<file path="config.mk">
export PLATFORM = sky130hd
export DESIGN_NAME = pirq_router
export DESIGN_NICKNAME = d
export VERILOG_FILES = /design/src/rtl/pirq_router_pkg.sv /design/src/rtl/pirq_route_regs.sv /design/src/rtl/pirq_irq_merge.sv /design/src/rtl/pirq_route_report.sv /design/src/rtl/pirq_router.sv
export SDC_FILE = /design/constraint.sdc
export NUM_CORES = 1
export LEC_CHECK = 0
export BUFFER_PORTS_ARGS = -buffer_cell sky130_fd_sc_hd__buf_2
export CAP_MARGIN = 20
export CORE_ASPECT_RATIO = 2
export CORE_MARGIN = 3
export CORE_UTILIZATION = 40
export CTS_CLUSTER_SIZE = 30
export DETAILED_ROUTE_END_ITERATION = 8
export GPL_TIMING_DRIVEN = 0
export SETUP_SLACK_MARGIN = 0.05
export SLEW_MARGIN = 20
export SYNTH_ARGS = -nofsm -noshare
export SYNTH_HDL_FRONTEND = slang
export SYNTH_SLANG_ARGS = --single-unit
</file>
<file path="constraint.sdc">
create_clock -name clk -period 2.15 [get_ports clk]
set_input_delay 0.43 -clock clk [delete_from_list [all_inputs] [get_ports clk]]
set_output_delay 0.43 -clock clk [all_outputs]
set_load 0.005 [all_outputs]
</file>
<file path="src/rtl/pirq_router_pkg.sv">
// Package: shared types and the SCI select decoder for the interrupt line router.
// Assumes a 3-bit SCI select field and interrupt numbers that fit in 5 bits.
package pirq_router_pkg;

    localparam int IRQ_W   = 5;
    localparam int SEL_W   = 3;
    localparam int ROUTE_W = 8;

    typedef enum logic [1:0] {
        ROUTE_PIC  = 2'd0,
        ROUTE_APIC = 2'd1,
        ROUTE_OFF  = 2'd2
    } route_mode_e;

    typedef struct packed {
        logic             valid;
        logic [IRQ_W-1:0] irq;
    } sci_target_t;

    // Maps an SCI select code to its interrupt number; reserved codes give valid=0.
    function automatic sci_target_t sci_decode(input logic [SEL_W-1:0] sel);
        sci_target_t t;
        t.valid = 1'b1;
        unique case (sel)
            3'd0:    t.irq = 5'd9;
            3'd1:    t.irq = 5'd10;
            3'd2:    t.irq = 5'd11;
            3'd4:    t.irq = 5'd20;
            3'd5:    t.irq = 5'd21;
            default: begin
                t.valid = 1'b0;
                t.irq   = '0;
            end
        endcase
        return t;
    endfunction

endpackage

</file>
<file path="src/rtl/pirq_route_regs.sv">
// Module: routing register file. Holds one routing byte per line, the SCI select
// field, and the stored SCI level bit.
// Assumes address n < NUM_PIRQ selects a routing byte, address NUM_PIRQ selects
// the SCI select, and every higher address is ignored.
module pirq_route_regs
    import pirq_router_pkg::*;
#(
    parameter int               NUM_PIRQ    = 8,
    parameter int               ADDR_W      = 4,
    parameter logic [ROUTE_W-1:0] ROUTE_RESET = 8'h80,
    parameter logic [SEL_W-1:0] SEL_RESET   = 3'd0
) (
    input  logic                             clk,
    input  logic                             rst_n,
    input  logic                             wr_en,
    input  logic [ADDR_W-1:0]                wr_addr,
    input  logic [ROUTE_W-1:0]               wr_data,
    input  logic                             sci_i,
    output logic [NUM_PIRQ-1:0][ROUTE_W-1:0] route_q,
    output logic [SEL_W-1:0]                 sel_q,
    output logic                             sci_q
);

    localparam logic [ADDR_W-1:0] SEL_ADDR = ADDR_W'(NUM_PIRQ);

    for (genvar n = 0; n < NUM_PIRQ; n++) begin : g_route
        // Loads the routing byte of line n on a matching write.
        always_ff @(posedge clk) begin
            if (!rst_n)
                route_q[n] <= ROUTE_RESET;
            else if (wr_en && wr_addr == ADDR_W'(n))
                route_q[n] <= wr_data;
        end
    end

    // Loads the SCI select field on a write to its address.
    always_ff @(posedge clk) begin
        if (!rst_n)
            sel_q <= SEL_RESET;
        else if (wr_en && wr_addr == SEL_ADDR)
            sel_q <= wr_data[SEL_W-1:0];
    end

    // Stores the SCI level as one bit; the bit changes only when the input does.
    always_ff @(posedge clk) begin
        if (!rst_n)
            sci_q <= 1'b0;
        else if (sci_i != sci_q)
            sci_q <= sci_i;
    end

    a_r2_ignored_addr: assert property (@(posedge clk) disable iff (!rst_n)
        (wr_en && wr_addr > SEL_ADDR) |=> ($stable(route_q) && $stable(sel_q)));

    a_r7_sci_tracks: assert property (@(posedge clk) disable iff (!rst_n)
        $past(rst_n) |-> (sci_q == $past(sci_i)));

endmodule

</file>
<file path="src/rtl/pirq_irq_merge.sv">
// Module: OR network. It builds the PIC pin levels and the APIC input levels from
// the line levels, the routing bytes and the stored SCI level.
// Assumes APIC_PINS >= APIC_BASE + NUM_PIRQ and PIC_PINS <= 2**IRQ_W.
module pirq_irq_merge
    import pirq_router_pkg::*;
#(
    parameter int NUM_PIRQ  = 8,
    parameter int PIC_PINS  = 16,
    parameter int APIC_PINS = 24,
    parameter int APIC_BASE = 16,
    parameter int TGT_W     = 5
) (
    input  logic                             clk,
    input  logic                             rst_n,
    input  logic [NUM_PIRQ-1:0][ROUTE_W-1:0] route_q,
    input  logic [SEL_W-1:0]                 sel_q,
    input  logic                             sci_q,
    input  logic [NUM_PIRQ-1:0]              pirq_i,
    output logic [PIC_PINS-1:0]              pic_o,
    output logic [APIC_PINS-1:0]             apic_o
);

    localparam int DIS_BIT = ROUTE_W - 1;

    sci_target_t sci_tgt;
    logic [PIC_PINS-1:0]  sci_pic_hit;
    logic [APIC_PINS-1:0] sci_apic_hit;

    // Decodes the SCI select into one-hot hits on each controller.
    always_comb begin
        sci_tgt      = sci_decode(sel_q);
        sci_pic_hit  = '0;
        sci_apic_hit = '0;
        for (int p = 0; p < PIC_PINS; p++)
            if (sci_tgt.valid && sci_tgt.irq == IRQ_W'(p))
                sci_pic_hit[p] = 1'b1;
        for (int a = 0; a < APIC_PINS; a++)
            if (sci_tgt.valid && sci_tgt.irq == IRQ_W'(a))
                sci_apic_hit[a] = 1'b1;
    end

    for (genvar p = 0; p < PIC_PINS; p++) begin : g_pic
        logic line_or;
        // ORs every enabled line whose target is pin p, then adds the SCI.
        always_comb begin
            line_or = 1'b0;
            for (int n = 0; n < NUM_PIRQ; n++)
                if (!route_q[n][DIS_BIT] && route_q[n][TGT_W-1:0] == TGT_W'(p))
                    line_or = line_or | pirq_i[n];
            pic_o[p] = line_or | (sci_pic_hit[p] & sci_q);
        end
    end

    for (genvar a = 0; a < APIC_PINS; a++) begin : g_apic
        if (a >= APIC_BASE && a < APIC_BASE + NUM_PIRQ) begin : g_line
            // Fixed APIC input of one line, shared only with the SCI.
            always_comb apic_o[a] = pirq_i[a-APIC_BASE] | (sci_apic_hit[a] & sci_q);

            a_r4_apic_fixed: assert property (@(posedge clk) disable iff (!rst_n)
                !sci_apic_hit[a] |-> (apic_o[a] == pirq_i[a-APIC_BASE]));
        end else begin : g_free
            // APIC input not owned by a line: only the SCI can drive it.
            always_comb apic_o[a] = sci_apic_hit[a] & sci_q;
        end
    end

    a_r3_pic_quiet: assert property (@(posedge clk) disable iff (!rst_n)
        (pirq_i == '0 && (sci_pic_hit == '0 || !sci_q)) |-> (pic_o == '0));

    a_r5_sci_reserved: assert property (@(posedge clk) disable iff (!rst_n)
        (sel_q == 3'd3 || sel_q == 3'd6 || sel_q == 3'd7) |-> (apic_o[APIC_BASE-1:0] == '0));

    a_r6_sci_on_pic: assert property (@(posedge clk) disable iff (!rst_n)
        (sel_q == 3'd1 && sci_q) |-> pic_o[10] && apic_o[10]);

endmodule

</file>
<file path="src/rtl/pirq_route_report.sv">
// Module: per-line route report. For each line it gives the resolved mode and
// number: a PIC pin, the fixed APIC input, or off.
// Assumes APIC_BASE + NUM_PIRQ - 1 fits in IRQ_W bits.
module pirq_route_report
    import pirq_router_pkg::*;
#(
    parameter int NUM_PIRQ  = 8,
    parameter int PIC_PINS  = 16,
    parameter int APIC_BASE = 16,
    parameter int TGT_W     = 5
) (
    input  logic                             clk,
    input  logic                             rst_n,
    input  logic [NUM_PIRQ-1:0][ROUTE_W-1:0] route_q,
    output logic [NUM_PIRQ-1:0][1:0]         mode_o,
    output logic [NUM_PIRQ-1:0][IRQ_W-1:0]   irq_o
);

    localparam int DIS_BIT = ROUTE_W - 1;

    for (genvar n = 0; n < NUM_PIRQ; n++) begin : g_line
        logic [TGT_W-1:0] tgt;
        // Resolves the route of line n from its routing byte.
        always_comb begin
            tgt = route_q[n][TGT_W-1:0];
            if (route_q[n][DIS_BIT]) begin
                mode_o[n] = ROUTE_APIC;
                irq_o[n]  = IRQ_W'(APIC_BASE + n);
            end else if (int'(tgt) < PIC_PINS) begin
                mode_o[n] = ROUTE_PIC;
                irq_o[n]  = IRQ_W'(tgt);
            end else begin
                mode_o[n] = ROUTE_OFF;
                irq_o[n]  = '0;
            end
        end

        a_r8_mode_legal: assert property (@(posedge clk) disable iff (!rst_n)
            mode_o[n] != 2'd3);

        a_r8_apic_number: assert property (@(posedge clk) disable iff (!rst_n)
            (mode_o[n] == ROUTE_APIC) |-> (irq_o[n] == IRQ_W'(APIC_BASE + n)));
    end

endmodule

</file>
<file path="src/rtl/pirq_router.sv">
// Module: top of the interrupt line router. It connects the register file, the
// OR network and the route report.
// Assumes a synchronous active-low reset. Line levels are used combinationally;
// the SCI level passes through a register first.
module pirq_router
    import pirq_router_pkg::*;
#(
    parameter int NUM_PIRQ  = 8,
    parameter int PIC_PINS  = 16,
    parameter int APIC_PINS = 24,
    parameter int APIC_BASE = 16,
    parameter int TGT_W     = 5,
    parameter int ADDR_W    = 4
) (
    input  logic                      clk,
    input  logic                      rst_n,
    input  logic                      wr_en,
    input  logic [ADDR_W-1:0]         wr_addr,
    input  logic [7:0]                wr_data,
    input  logic [NUM_PIRQ-1:0]       pirq_i,
    input  logic                      sci_i,
    output logic [PIC_PINS-1:0]       pic_irq_o,
    output logic [APIC_PINS-1:0]      apic_irq_o,
    output logic [2*NUM_PIRQ-1:0]     route_mode_o,
    output logic [IRQ_W*NUM_PIRQ-1:0] route_irq_o
);

    logic [NUM_PIRQ-1:0][ROUTE_W-1:0] route_q;
    logic [SEL_W-1:0]                 sel_q;
    logic                             sci_q;
    logic [NUM_PIRQ-1:0][1:0]         mode_w;
    logic [NUM_PIRQ-1:0][IRQ_W-1:0]   irq_w;

    pirq_route_regs #(
        .NUM_PIRQ (NUM_PIRQ),
        .ADDR_W   (ADDR_W)
    ) u_regs (
        .clk     (clk),
        .rst_n   (rst_n),
        .wr_en   (wr_en),
        .wr_addr (wr_addr),
        .wr_data (wr_data),
        .sci_i   (sci_i),
        .route_q (route_q),
        .sel_q   (sel_q),
        .sci_q   (sci_q)
    );

    pirq_irq_merge #(
        .NUM_PIRQ  (NUM_PIRQ),
        .PIC_PINS  (PIC_PINS),
        .APIC_PINS (APIC_PINS),
        .APIC_BASE (APIC_BASE),
        .TGT_W     (TGT_W)
    ) u_merge (
        .clk     (clk),
        .rst_n   (rst_n),
        .route_q (route_q),
        .sel_q   (sel_q),
        .sci_q   (sci_q),
        .pirq_i  (pirq_i),
        .pic_o   (pic_irq_o),
        .apic_o  (apic_irq_o)
    );

    pirq_route_report #(
        .NUM_PIRQ  (NUM_PIRQ),
        .PIC_PINS  (PIC_PINS),
        .APIC_BASE (APIC_BASE),
        .TGT_W     (TGT_W)
    ) u_report (
        .clk     (clk),
        .rst_n   (rst_n),
        .route_q (route_q),
        .mode_o  (mode_w),
        .irq_o   (irq_w)
    );

    // Flattens the per-line report onto the output buses.
    always_comb begin
        route_mode_o = mode_w;
        route_irq_o  = irq_w;
    end

endmodule

</file>
==> results of run 1 <==
## how the worst min path moves through the flow
stage                     slack, ns                 to  cells past startpoint
final                          0.33       u_regs.sci_q                      2
after global routing           0.33       u_regs.sci_q                      2
after CTS                      0.33       u_regs.sci_q                      2
after detailed placement       0.53  u_regs.route_q[2]                      2
after global placement         0.51  u_regs.route_q[2]                      2
after floorplan                0.48  u_regs.route_q[2]                      2
## flip-flops by register name, summed over array words and instances (netlist names)
| name | cells |
|---|---|
| u_regs.route_q | 48 |
| u_regs.sci_q | 1 |
| u_regs.sel_q | 3 |
## synth_stat cells, types with 2 or more instances
library cell  instances  share of area [%]
nand4_1              34                5.2
buf_2                 8               0.98
nor3_1                4               0.49
nor2b_1              47                7.2
a21boi_0             10                1.8
o32ai_1               6                1.3
a21o_1               12                2.2
and2_1               12                1.8
clkbuf_2              2               0.25
a31oi_1               2               0.31
nor4b_1               5                1.1
nor3b_1              10                1.8
o21ai_0               6               0.74
buf_1                 2               0.18
nand4b_1              8                1.7
o22ai_1              23                3.5
dfxtp_1              52                 26
or2_2                 2               0.31
and3b_1               4               0.86
nand3b_2              2               0.55
nand2b_1             13                2.0
nand3_1              49                6.0
mux2i_1              39                9.6
inv_1                 8               0.74
nor2_1               20                1.8
nor3b_4               3                1.4
nand2_1              34                3.1
buf_4                41                7.5
nor4bb_1              5                1.2
or3_1                16                2.5
clkbuf_1             23                2.1
## area by class of cell
class	instances	share of cell area (%)
plain buffers	59	7.79
clock buffers	7	2.48
clock inverters	1	0.131
inverters	8	0.522
multi-input cells	389	51.1
flip-flops and latches	52	19.5
well taps	132	2.87
repair buffers	137	15.6
## cells by family after synthesis
kind of cell | count (synthesis) | share of synthesized area, %
and+or+nand+nor | 274 | 40.8
AOI/OAI and AO/OA | 63 | 10.7
muxes | 39 | 9.57
DFF | 52 | 25.5
other | 1 | 0.0919
buffers and inverters | 88 | 13.3
## power groups by stage
| stage | Clock, mW | Sequential, mW | Combinational [mW] |
|---|---|---|---|
| 6_report | 0.820 | 0.985 | 0.301 |
| 4_1_cts | 0.829 | 0.985 | 0.284 |
| 2_1_floorplan | 0 | 1.01 | 0.170 |
| 5_1_grt | 0.865 | 0.987 | 0.323 |
| 3_5_place_dp | 0 | 1.01 | 0.254 |
| 3_3_place_gp | 0 | 1.01 | 0.252 |
## timing repair
action | CTS | global route
pin swaps | 33 | 35
hold endpoints to repair | 0 | 0
gates resized for setup | 124 | 40
setup endpoints to repair | 16 | 16
setup buffers | 34 | 7
hold buffers | 0 | 0
## metal layers
| metal | vias to the layer above | global-route usage (%) |
|---|---|---|
| li1 | 2085 | - |
| met1 | 2099 | 30.2 |
| met2 | 187 | 47.2 |
| met3 | 46 | 2.60 |
| met4 | 0 | 17.0 |
| met5 | - | 0 |
## stage by stage
| stage | setup WS (ns) | hold WS (ns) | area [µm²] |
|---|---|---|---|
| after floorplan | 0.279 | 0.478 | 4120 |
| after global placement | -0.265 | 0.512 | 4770 |
| after detailed placement | -0.280 | 0.526 | 4770 |
| after CTS | -0.120 | 0.328 | 5560 |
| after global routing | -0.153 | 0.334 | 5750 |
| final | -0.117 | 0.333 | 5750 |
## cells in the final DEF (no fill, tap or decap), types with 13 or more instances in the layout
| cell type | n |
|---|---|
| buf_2 | 101 |
| buf_4 | 60 |
| mux2i_1 | 39 |
| nor2b_1 | 37 |
| nand4_1 | 34 |
| nand2_1 | 30 |
| nand3_1 | 30 |
| o22ai_1 | 23 |
| nand3_2 | 19 |
| dfxtp_2 | 19 |
| dfxtp_1 | 18 |
| or3_1 | 15 |
| buf_6 | 15 |
| dfxtp_4 | 15 |
| conb_1 | 13 |
==> results by group, run 1 <==
Clocking
  • Num CTS Buffers: 5
  • # clock sinks: 52
  • CTS tree: done
  • Htree depth: 2
  • Clock Tree Root: clkbuf_16
  • Clk Latency, worst-skew pair: 0.29 ns
  • CTS clock-pin slew for the worst setup and hold paths: 0.07 ns
  • CTS Buffer Depth: 2

Routing
  • DRC violations left: 0
  • Routed Antenna Nets: 0
  • Via count: 4,417
  • Wire length on met2: 8050 µm
  • TritonRoute pass-1 iters: 5
  • WL/cell: 19.7 µm
  • Met1 WL: 5930 µm
  • Max layer used: met4
  • Final WL: 15,500 µm
  • Met3 WL post-DR: 632 µm
  • Initial drt markers: 268
  • Via density: 5.63

Worst setup path
  • Crit Path Class: flop to primary output
  • CP required: 1.72 ns
  • Worst Path Max Fanout: 6
  • Worst-path cell chain: and3b_2, buf_6, a31oi_1, nand4_1, or3_1, buf_2
  • Delay-heaviest family, CP: simple AND/OR/NAND/NOR gates
  • CP bufs+invs: 2
  • Worst EP arrival: 1.84 ns
  • CP Capture Point: pic_irq_o[11]
  • Origin of the worst setup path: u_regs.route_q[9]
  • RR Endpoint: u_regs.route_q[23]
  • Reg2Reg Setup Slack: 1.10 ns
  • Worst R2R Start: u_regs.route_q[23]
  • CP max stage cell: dfxtp_1
  • FF-to-FF path depth: 5
  • CP endpoint kind: primary output
  • Startpoint types: flop
  • Levels on crit path: 6
  • Crit-path max cell delay: 0.36 ns

Global route
  • First-pass GRT wire length: 24,100 µm
  • Vias in the first global route: 4,404
  • GRT Total Usage: 26.7%
  • Gr ovfl total: 0
  • Number of antenna violations at the first check in global routing: 0
  • Largest net degree at the start of global routing: 16

Synthesis
  • Register area share after synthesis: 25.5%
  • Mapped Area: 4080 µm²
  • Number of synthesized flops with an enable pin: 0
  • Netlist cell types: 46
  • Register bit total from synthesis: 52
  • Post-synthesis cell count: 517
  • Ys flop type: dfxtp_1
  • Syn_area_per_cell: 7.89 µm²
  • Yosys warns: 0
  • Asr flop ratio synth: 0%

Pwr
  • Sequential power share: 46.8%
  • P_sw: 0.532 mW
  • P_leak: 2.38 nW
  • Sw Share: 25.3%
  • Total Power Consumption: 2.11 mW
  • Maximum VDD drop: 495 µV
  • Int Power: 1.57 mW
  • Clock power frac: 38.9%
  • Comb power frac: 14.3%
  • Cell area power density: 366 nW/µm²

Floorplanning
  • I/O pin count: 120
  • DIE AREA: 11,500 µm²
  • Initial Utilization: 41.5%
  • Die Ht: 149 µm
  • Core Area: 9830 µm²
  • Die width: 77.4 µm
  • # rows: 51

Min path
  • Hold path start: sci_i
  • Hold Path Class: input pin to flop

Job
  • Max Cap Viol: 0

STA
  • Final Hold Viols: 0
  • Post-route minimum period: 2.27 ns
  • RSZ-0062 raised after global routing: yes
  • Worst-Margin Slew: 0.587 ns
  • Fmax: 0.441 GHz
  • Slew Limit Fails: 0
  • Worst slew margin: 60.3%
  • Final setup vio count: 14
  • Layout Skew: 0 ns
  • Setup TNS: -0.618 ns
  • Crit share post-route: 105%
  • PnR worst setup slack: -0.117 ns

Placed design
  • Dpl hpwl: 11,300 µm
  • IO Port Bufs: 96
  • Routability cong.: 0.890
  • Placed instance count: 757

Finish
  • Filler cell count: 973
  • Ant diodes: 0
  • Layout cell share with drive strength beyond 1: 46.4%
  • Non-Filler Instances: 785
  • Sequential Area: 1120 µm²
  • Fin nets: 676
  • Footprint of the multi-input gates: 2940 µm²
  • Fin util: 58.5%
  • Area grow syn2layout: 41.0%

Run status
  • Failing checks: negative setup slack
  • Status: finished with violations
Note: power is estimated with default switching activity, not from simulation.
==> run 2: changes to the inputs <==
==> constraint.sdc (replaced) <==
create_clock -name clk -period 2.15 [get_ports clk]
set_input_delay 0.5375 -clock clk [delete_from_list [all_inputs] [get_ports clk]]
set_output_delay 0.5375 -clock clk [all_outputs]
set_load 0.05 [all_outputs]
==> run 2 against run 1 <==
The run still ends with negative setup slack left. Clock skew stayed put. Maximum frequency is 7.8% lower. Flip-flop and latch count stayed put. Global-route usage is 1.0 points lower. Sequential share of layout area is 0.44 points lower. Worst setup slack worse by 0.19 ns. Register-to-register slack better by 0.08 ns. Core utilization is 1.4 points higher. Final cell count is 1.0% lower.
==> results by group, run 2 (same netlist as run 1, synthesis figures left out) <==
Routing
  • Final WL: 15,100 µm (was 15,500 µm)
  • Met3 WL post-DR: 675 µm (was 632 µm)
  • WL/cell: 19.4 µm (was 19.7 µm)
  • TritonRoute pass-1 iters: 5 (unchanged)
  • DRC violations left: 0 (unchanged)
  • Wire length on met2: 7900 µm (was 8050 µm)
  • Met1 WL: 5590 µm (was 5930 µm)
  • Initial drt markers: 287 (was 268)
  • Max layer used: met4 (unchanged)
  • Via count: 4,399 (was 4,417)
  • Via density: 5.66 (was 5.63)
  • Routed Antenna Nets: 0 (unchanged)

Worst setup path
  • Worst R2R Start: u_regs.route_q[55] (was u_regs.route_q[23])
  • CP max stage cell: or3_4 (was dfxtp_1)
  • Worst-path cell chain: and3b_2, buf_6, nand3_2, nand4_1, or3_4, buf_8 (was and3b_2, buf_6, a31oi_1, nand4_1, or3_1, buf_2)
  • Startpoint types: flop (unchanged)
  • Worst EP arrival: 1.92 ns (was 1.84 ns)
  • Origin of the worst setup path: u_regs.route_q[3] (was u_regs.route_q[9])
  • CP required: 1.61 ns (was 1.72 ns)
  • RR Endpoint: u_regs.route_q[55] (was u_regs.route_q[23])
  • Delay-heaviest family, CP: simple AND/OR/NAND/NOR gates (unchanged)
  • Crit-path max cell delay: 0.46 ns (was 0.36 ns)
  • Reg2Reg Setup Slack: 1.18 ns (was 1.10 ns)
  • Worst Path Max Fanout: 6 (unchanged)
  • CP Capture Point: pic_irq_o[8] (was pic_irq_o[11])
  • CP bufs+invs: 2 (unchanged)
  • Crit Path Class: flop to primary output (unchanged)
  • FF-to-FF path depth: 4 (was 5)
  • Levels on crit path: 6 (unchanged)
  • CP endpoint kind: primary output (unchanged)

Floorplanning
  • I/O pin count: 120 (unchanged)
  • Die width: 77.4 µm (unchanged)
  • Initial Utilization: 41.5% (unchanged)
  • # rows: 51 (unchanged)
  • Die Ht: 149 µm (unchanged)
  • Core Area: 9830 µm² (unchanged)
  • DIE AREA: 11,500 µm² (unchanged)

Finish
  • Filler cell count: 916 (was 973)
  • Area grow syn2layout: 44.4% (was 41.0%)
  • Finished Cell Area: 5890 µm² (was 5750 µm²)
  • Ant diodes: 0 (unchanged)
  • Max FFs per register: 48 (unchanged)
  • Footprint of the multi-input gates: 3030 µm² (was 2940 µm²)
  • Reg with most FFs: u_regs.route_q (unchanged)
  • Layout cell share with drive strength beyond 1: 47.1% (was 46.4%)
  • Fin nets: 668 (was 676)
  • Sequential Area: 1120 µm² (about the same)
  • Leading cell type in the layout, fill and taps excluded: buf_2 (unchanged)
  • Most frequent cells in the layout: buf_2 (84), buf_4 (58), nor2b_1 (42) (was buf_2 (101), buf_4 (60), mux2i_1 (39))
  • Top flop regs: u_regs.route_q x48, u_regs.sel_q x3, u_regs.sci_q x1 (unchanged)
  • Non-Filler Instances: 777 (was 785)

Global route
  • Largest net degree at the start of global routing: 15 (was 16)
  • Gr ovfl total: 0 (unchanged)
  • Vias in the first global route: 4,199 (was 4,404)
  • GRT Total Usage: 25.7% (was 26.7%)
  • Number of antenna violations at the first check in global routing: 0 (unchanged)
  • First-pass GRT wire length: 23,200 µm (was 24,100 µm)

Clocking
  • CTS Buffer Depth: 2 (unchanged)
  • CTS clock-pin slew for the worst setup and hold paths: 0.06 ns (was 0.07 ns)
  • Clk Latency, worst-skew pair: 0.29 ns (about the same)
  • Hold Buf Count CTS: 0 (unchanged)
  • Htree depth: 2 (unchanged)
  • # clock sinks: 52 (unchanged)
  • Clock Tree Root: clkbuf_16 (unchanged)
  • Num CTS Buffers: 5 (unchanged)
  • CTS tree: done (unchanged)

STA
  • Setup TNS: -3.36 ns (was -0.618 ns)
  • Fmax: 0.407 GHz (was 0.441 GHz)
  • Final setup vio count: 16 (was 14)
  • Hold WS: 0.440 ns (was 0.333 ns)
  • Worst-Margin Slew: 0.568 ns (was 0.587 ns)
  • Layout Skew: 0 ns (unchanged)
  • Worst slew margin: 62.1% (was 60.3%)
  • RSZ-0062 raised after global routing: yes (unchanged)
  • PnR worst setup slack: -0.309 ns (was -0.117 ns)
  • Post-route minimum period: 2.46 ns (was 2.27 ns)
  • Final Hold Viols: 0 (unchanged)
  • Slew Limit Fails: 0 (unchanged)
  • Crit share post-route: 114% (was 105%)

Pwr
  • P_sw: 0.646 mW (was 0.532 mW)
  • Cell area power density: 379 nW/µm² (was 366 nW/µm²)
  • Comb power frac: 18.8% (was 14.3%)
  • P_leak: 2.35 nW (was 2.38 nW)
  • Sequential power share: 44.1% (was 46.8%)
  • Maximum VDD drop: 554 µV (was 495 µV)
  • Sw Share: 29.0% (was 25.3%)
  • Total Power Consumption: 2.23 mW (was 2.11 mW)
  • Clock power frac: 37.0% (was 38.9%)
  • Int Power: 1.58 mW (was 1.57 mW)

Placed design
  • IO Port Bufs: 96 (unchanged)
  • DP Area: 4890 µm² (was 4770 µm²)
  • Placed instance count: 757 (unchanged)
  • Dpl hpwl: 11,400 µm (was 11,300 µm)
  • Routability cong.: 0.897 (was 0.890)

Job
  • Max Cap Viol: 0 (unchanged)

Run status
  • Failing checks: negative setup slack (unchanged)
  • Status: finished with violations (unchanged)

Min path
  • Hold Path Class: input pin to flop (unchanged)
## run 2: changes by cell type in the layout (fill, tap and decap cells not counted), moves of 4 or more
cell and change:
nor3b_1 -6, buf_2 -17, o22ai_1 -4, nor2b_1 +5
nand3_1 +8, nor3b_2 +6, o22ai_2 +4, or3_4 +12
nand3_2 -8, buf_8 +14, dfxtp_2 -5, or3_1 -12
## run 2: final cells by class
cell class | count | area share (%)
Sequential cell | 52 | 19.1
Clock buffer | 8 | 2.49
Inverter | 8 | 0.510
Multi-Input combinational cell | 389 | 51.5
Tap cell | 132 | 2.80
Buffer | 60 | 7.67
Timing Repair Buffer | 128 | 15.9
## run 2: how the worst min path moves through the flow
| stage | startpoint | cells after the start | slack (ns) | end |
|---|---|---|---|---|
| 2_1_floorplan | u_regs.route_q[2] | 2 | 0.48 | u_regs.route_q[2] |
| 6_report | sci_i | 2 | 0.44 | u_regs.sci_q |
| 4_1_cts | sci_i | 2 | 0.44 | u_regs.sci_q |
| 5_1_grt | sci_i | 2 | 0.46 | u_regs.sci_q |
| 3_5_place_dp | u_regs.route_q[56] | 2 | 0.51 | u_regs.route_q[56] |
| 3_3_place_gp | u_regs.route_q[2] | 2 | 0.51 | u_regs.route_q[2] |
## run 2: routing by layer
layer,GRT usage (%),up-vias
li1,-,2067
met1,28.6,2085
met2,45.8,194
met3,2.60,53
met4,16.6,0
met5,0,-
## run 2: worst reg2reg max path: stages, from the launching register on
cell,delay [ns]
dfxtp_2,0.33
clkbuf_8,0.15
buf_4,0.16
mux2i_1,0.14
nand2_1,0.07
## run 2: metrics by stage
step	util [%]	worst slack (ns)
CTS	56.9	-0.282
global placement	49.7	-0.532
detailed placement	49.7	-0.509
global route	59.9	-0.336
floorplan	-	-0.0418
finish	59.9	-0.309
## run 2: timing repair
action	in CTS	in global routing
cloned	0	0
endpoints found under the setup margin	18	17
gates resized for setup	138	56
setup buffers	22	14
pin swaps	39	40
## run 2: power by group through the flow
stage	combinational (mW)	clock (mW)	sequential [mW]
after floorplan	0.291	0	1.01
after global placement	0.375	0	1.02
after detailed placement	0.376	0	1.02
after CTS	0.399	0.834	0.990
after global routing	0.442	0.862	0.986
final	0.420	0.825	0.984
